File: src/rtl/irq_pkg.sv
package irq_pkg;
  // strobes sent from control to datapath each cycle
  typedef struct packed {
    logic take;      // dispatch happens this cycle
    logic wrFlag;    // CPU writes the pending register
    logic wrEnable;  // CPU writes the enable mask
  } ctlStrobes_t;
endpackage

File: src/rtl/irq_ctl.sv
module irq_ctl
  import irq_pkg::*;
#(
  parameter int ADDR_W = 16,
  parameter logic [ADDR_W-1:0] FLAG_ADDR = 16'hFF0F,
  parameter logic [ADDR_W-1:0] EN_ADDR = 16'hFFFF
) (
  input  logic              clk,
  input  logic              rstN,
  input  logic [ADDR_W-1:0] busAddr,
  input  logic              busWrEn,
  input  logic              instrDone,
  input  logic              isEi,
  input  logic              isDi,
  input  logic              isReti,
  input  logic              anyPend,
  output ctlStrobes_t       strobes,
  output logic              masterEn
);
  logic armed;

  always_comb begin
    strobes.wrFlag   = busWrEn && (busAddr == FLAG_ADDR);
    strobes.wrEnable = busWrEn && (busAddr == EN_ADDR);
    strobes.take     = instrDone && masterEn && !isDi && anyPend;
  end

  // master enable and EI arming move only at instruction boundaries
  always_ff @(posedge clk or negedge rstN) begin
    if (!rstN) begin
      masterEn <= 1'b0;
      armed    <= 1'b0;
    end else if (instrDone) begin
      if (strobes.take || isDi) begin
        masterEn <= 1'b0;
        armed    <= 1'b0;
      end else if (isReti) begin
        masterEn <= 1'b1;
        armed    <= 1'b0;
      end else if (isEi) begin
        armed    <= 1'b1;
      end else if (armed) begin
        masterEn <= 1'b1;
        armed    <= 1'b0;
      end
    end
  end
endmodule

File: src/rtl/irq_dp.sv
module irq_dp
  import irq_pkg::*;
#(
  parameter int NUM_SRC = 5,
  parameter int ADDR_W = 16,
  parameter int DATA_W = 8,
  parameter logic [ADDR_W-1:0] FLAG_ADDR = 16'hFF0F,
  parameter logic [ADDR_W-1:0] EN_ADDR = 16'hFFFF,
  parameter logic [ADDR_W-1:0] VEC_BASE = 16'h0040,
  parameter int VEC_STEP = 8
) (
  input  logic               clk,
  input  logic               rstN,
  input  ctlStrobes_t        strobes,
  input  logic [ADDR_W-1:0]  busAddr,
  input  logic [DATA_W-1:0]  busWrData,
  input  logic [NUM_SRC-1:0] reqPulse,
  output logic [DATA_W-1:0]  busRdData,
  output logic               anyPend,
  output logic [ADDR_W-1:0]  takeVector,
  output logic [NUM_SRC-1:0] ackClear,
  output logic [NUM_SRC-1:0] enReg,
  output logic [NUM_SRC-1:0] flagReg
);
  localparam int IDX_W = (NUM_SRC > 1) ? $clog2(NUM_SRC) : 1;
  localparam int PAD_W = DATA_W - NUM_SRC;

  logic [NUM_SRC-1:0] pendEn, winHot, flagBase, flagNext;
  logic [IDX_W-1:0]   winIdx;
  logic [PAD_W-1:0]   unusedHi;

  assign unusedHi = busWrData[DATA_W-1:NUM_SRC];
  assign pendEn   = enReg & flagReg;
  assign anyPend  = |pendEn;
  assign winHot   = pendEn & (~pendEn + NUM_SRC'(1));

  // lowest bit wins: scan downward so the last hit is the smallest index
  always_comb begin
    winIdx = '0;
    for (int i = NUM_SRC - 1; i >= 0; i--) begin
      if (pendEn[i]) winIdx = IDX_W'(i);
    end
  end

  assign ackClear   = strobes.take ? winHot : '0;
  assign takeVector = strobes.take ?
                      (VEC_BASE + ADDR_W'(winIdx) * ADDR_W'(VEC_STEP)) : '0;

  // requests beat both CPU writes and acknowledge clears
  assign flagBase = strobes.wrFlag ? busWrData[NUM_SRC-1:0] : flagReg;
  assign flagNext = (flagBase & ~ackClear) | reqPulse;

  always_ff @(posedge clk or negedge rstN) begin
    if (!rstN) begin
      enReg   <= '0;
      flagReg <= '0;
    end else begin
      flagReg <= flagNext;
      if (strobes.wrEnable) enReg <= busWrData[NUM_SRC-1:0];
    end
  end

  always_comb begin
    if (busAddr == FLAG_ADDR)    busRdData = {{PAD_W{1'b1}}, flagReg};
    else if (busAddr == EN_ADDR) busRdData = {{PAD_W{1'b0}}, enReg};
    else                         busRdData = '0;
  end
endmodule

File: src/rtl/irq_ctrl.sv
module irq_ctrl
  import irq_pkg::*;
#(
  parameter int NUM_SRC = 5,
  parameter int ADDR_W = 16,
  parameter int DATA_W = 8,
  parameter logic [ADDR_W-1:0] FLAG_ADDR = 16'hFF0F,
  parameter logic [ADDR_W-1:0] EN_ADDR = 16'hFFFF,
  parameter logic [ADDR_W-1:0] VEC_BASE = 16'h0040,
  parameter int VEC_STEP = 8
) (
  input  logic               clk,
  input  logic               rstN,
  input  logic [ADDR_W-1:0]  busAddr,
  input  logic               busWrEn,
  input  logic [DATA_W-1:0]  busWrData,
  output logic [DATA_W-1:0]  busRdData,
  input  logic [NUM_SRC-1:0] reqPulse,
  input  logic               instrDone,
  input  logic               isEi,
  input  logic               isDi,
  input  logic               isReti,
  output logic               takeReq,
  output logic [ADDR_W-1:0]  takeVector,
  output logic [NUM_SRC-1:0] ackClear,
  output logic               masterEn
);
  ctlStrobes_t        strobes;
  logic               anyPend;
  logic [NUM_SRC-1:0] enReg, flagReg;

  irq_ctl #(
    .ADDR_W(ADDR_W), .FLAG_ADDR(FLAG_ADDR), .EN_ADDR(EN_ADDR)
  ) ctl_i (
    .clk(clk), .rstN(rstN), .busAddr(busAddr), .busWrEn(busWrEn),
    .instrDone(instrDone), .isEi(isEi), .isDi(isDi), .isReti(isReti),
    .anyPend(anyPend), .strobes(strobes), .masterEn(masterEn)
  );

  irq_dp #(
    .NUM_SRC(NUM_SRC), .ADDR_W(ADDR_W), .DATA_W(DATA_W),
    .FLAG_ADDR(FLAG_ADDR), .EN_ADDR(EN_ADDR),
    .VEC_BASE(VEC_BASE), .VEC_STEP(VEC_STEP)
  ) dp_i (
    .clk(clk), .rstN(rstN), .strobes(strobes), .busAddr(busAddr),
    .busWrData(busWrData), .reqPulse(reqPulse), .busRdData(busRdData),
    .anyPend(anyPend), .takeVector(takeVector), .ackClear(ackClear),
    .enReg(enReg), .flagReg(flagReg)
  );

  assign takeReq = strobes.take;
endmodule

File: config.mk
export PLATFORM = sky130hd
export DESIGN_NAME = irq_ctrl
export DESIGN_NICKNAME = d
export VERILOG_FILES = /design/src/rtl/irq_pkg.sv /design/src/rtl/irq_ctl.sv /design/src/rtl/irq_dp.sv /design/src/rtl/irq_ctrl.sv
export SDC_FILE = /design/constraint.sdc
export NUM_CORES = 1
export LEC_CHECK = 0
export BUFFER_PORTS_ARGS = -buffer_cell sky130_fd_sc_hd__buf_2
export CAP_MARGIN = 25
export CORE_MARGIN = 2
export CORE_UTILIZATION = 35
export CTS_CLUSTER_DIAMETER = 200
export DETAILED_ROUTE_END_ITERATION = 8
export GPL_TIMING_DRIVEN = 0
export HOLD_SLACK_MARGIN = 0.12
export MAX_ROUTING_LAYER = met4
export PLACE_DENSITY = 0.75
export SETUP_SLACK_MARGIN = 0.3
export SLEW_MARGIN = 30
export SYNTH_ARGS = -nofsm -noshare
export SYNTH_HDL_FRONTEND = slang
export SYNTH_SLANG_ARGS = --single-unit
File: constraint.sdc
create_clock -name clk -period 1.8 [get_ports clk]
set_clock_uncertainty 0.2 [all_clocks]
set_input_delay 0.27 -clock clk [delete_from_list [all_inputs] [get_ports clk]]
set_output_delay 0.27 -clock clk [all_outputs]
set_load 0.01 [all_outputs]
==> summary.txt <==
Status
  • Status: finished, violations left
  • Violated checks: setup timing

Critical path
  • Critical Path Fanout Max: 6
  • Crit start category: primary input
  • Crit path DAT: 1.56 ns
  • WP data required: 1.33 ns
  • Crit Path Class: primary input to output pin
  • Critical path capture point type: output pin

Detailed routing
  • Vias: 1211
  • Total Wirelength: 3.68 mm
  • Post-route DRC violation count: 0
  • Wire per inst: 15.3 um
  • Drt first pass iters: 4
  • Antenna Nets Post-Route: 0
  • Via/cell ratio: 5.05
  • 1st-iter DRT viols: 38

Synthesis
  • Syn Std Cell Area: 880 um2
  • Asr flop ratio synth: 100%
  • Syn Area/Cell: 9.26 um2
  • Seq/Total Area, Yosys: 34.1%
  • Register bit total from synthesis: 12
  • Post-synth EDFFs: 0
  • YS warnings: 0
  • Syn Inst Count: 95
  • Cell variety after synth: 33
  • Main synth FF type: dfrtp_1

Global route
  • GR Util All Layers: 26.2%
  • Vias in the first global route: 1190
  • Initial antenna violation count: 0
  • Congestion Overflow GR: 0
  • First-pass GRT wire length: 5.37 mm
  • Largest net degree at the start of global routing: 13

Floorplan
  • Chip width: 54.1 um
  • Starting Density: 36.2%
  • Core area: 0.00243 mm2
  • Die height: 54.1 um
  • I/O pin cnt: 67
  • Cell Rows: 18
  • Die area: 0.00293 mm2

STA
  • Tmin final: 2.03 ns
  • FMAX: 492 MHz
  • Tcrit/Tclk final: 113%
  • Final hold vios: 0
  • RSZ-0062 raised after global routing: yes
  • Final setup violation count: 20
  • Worst Slack Setup Final: -0.232 ns
  • Max-slew violations: 0

Clocking
  • CTS tree: yes
  • Clk sinks: 12
  • H-tree Lvls: 1
  • Worst-path clk slew: 0.09 ns
  • Cts bufs inserted: 3
  • Worst skew pair latency: 0.30 ns
  • Root Buffer: clkbuf_4
  • Clock Tree Buf Depth: 2

Placed design
  • Dpl ws: -0.588 ns
  • Port Buffers: 50
  • Placer Congestion: 0.834
  • DPL Wire Length: 1.83 mm

Layout
  • Final net count: 247
  • N_diodes: 0
  • Area Overhead vs Synth: 120%
  • Share of layout cells above drive strength 1: 64.8%

Power
  • Peak VDD IR: 0.000448 V
  • Total Power: 691 uW
  • Leak pwr: 0.997 nW
  • PD cells: 358 mW/mm2

Flow run
  • MaxCap Viol Count: 0

Min path
  • Hold Crit Class: primary input to async pin
-- layer usage --
metal,track usage (%),part of all wire (%),routed length [um]
met1,30.2,39,1450
met4,7.50,1.8,67
met2,47.8,51,1880
met5,-,0,0
met3,2.50,7.4,272
-- area by class of cell --
class	instances	area, um2
repair buffers	100	767
multi-input cells	71	647
fillers	162	500
flip-flops and latches	12	302
plain buffers	16	116
well taps	30	37.5
clock buffers	4	36.3
inverters	7	26.3
-- per-stage QoR --
step / TNS, ns / util [%] / cell area, um2 / instances / hold WS (ns)
after floorplan: -0.752 / - / 945 / 106 / -0.226
after global placement: -4.41 / 50.7 / 1230 / 186 / -0.0375
after detailed placement: -5.37 / 50.7 / 1230 / 186 / -0.0338
after CTS: -2.52 / 76.8 / 1870 / 235 / 0.191
after global routing: -3.37 / 79.4 / 1930 / 240 / 0.218
final: -2.37 / 79.4 / 1930 / 240 / 0.175
-- what timing repair did --
action	CTS	global route
resized for setup	46	6
endpoints found under the setup margin	30	30
hold buffers	16	0
endpoints found under the hold margin	24	0
setup buffers	29	5
pin swaps	24	13
-- where the power goes --
part	total (mW)	internal, mW	switching [mW]
Sequential	0.276	0.273	0.00253
Combinational	0.179	0.104	0.0747
Clock	0.236	0.124	0.113
-- flip-flops by register name (all words and copies together) (netlist names) --
register and flops:
ctl_i.armed 1, dp_i.enReg 5, ctl_i.masterEn 1, dp_i.flagReg 5
-- cell usage after synthesis, types with 2 or more instances --
cell type  instances  share of area (%)
a21oi_1            4                2.3
a22o_1             5                5.0
a311o_1            2                2.3
and3b_1            2                2.0
and4_1             2                2.0
buf_4             15                 13
dfrtp_1           12                 34
inv_1              7                3.0
mux2_2             5                6.4
nand2_1            5                2.1
nand3_1            4                2.3
nand4_1            5                3.6
nor2_1             5                2.1
nor4_1             2                1.4
o2111ai_1          2                2.0
-- final timing paths --
| kind | start | to | slack (ns) | cells after the start |
|---|---|---|---|---|
| min | rstN | dp_i.flagReg[4] | 0.17 | 2 |
| max in group asynchronous | rstN | dp_i.enReg[0] | 0.96 | 2 |
| max | busAddr[6] | busRdData[4] | -0.23 | 6 |
| min in group clk | busWrEn | dp_i.flagReg[3] | 0.27 | 3 |
| min reg2reg | ctl_i.armed | ctl_i.armed | 0.36 | 2 |
| max reg2reg | ctl_i.masterEn | dp_i.flagReg[4] | 0 | 6 |
-- cells in the final DEF (no fill, tap or decap), types with 3 or more instances in the layout --
cell type,synthesis,routed
a22o_1,5,5
buf_2,0,38
buf_4,15,42
buf_6,0,19
clkbuf_4,0,3
conb_1,1,12
dfrtp_1,12,11
dlygate4sd3_1,0,16
inv_1,7,6
mux2_4,0,5
nand2_2,1,4
nand3_4,0,3
nand4_1,5,5
nor4_4,1,4
-- logic make-up after synthesis --
family / count (synthesis) / synth area share [%]
AOI/OAI and AO/OA: 22 / 19.2
DFF: 12 / 34.1
muxes: 5 / 6.40
buffers and inverters: 23 / 16.2
other: 1 / 0.426
and+or+nand+nor: 32 / 23.6
-- critical path, cell delays in order --
cell and delay [ns]:
buf_6 0.09, or4_4 0.55, nor4_4 0.18, buf_4 0.19
a22o_1 0.15, buf_2 0.13
(Power assumes the default switching activity.)
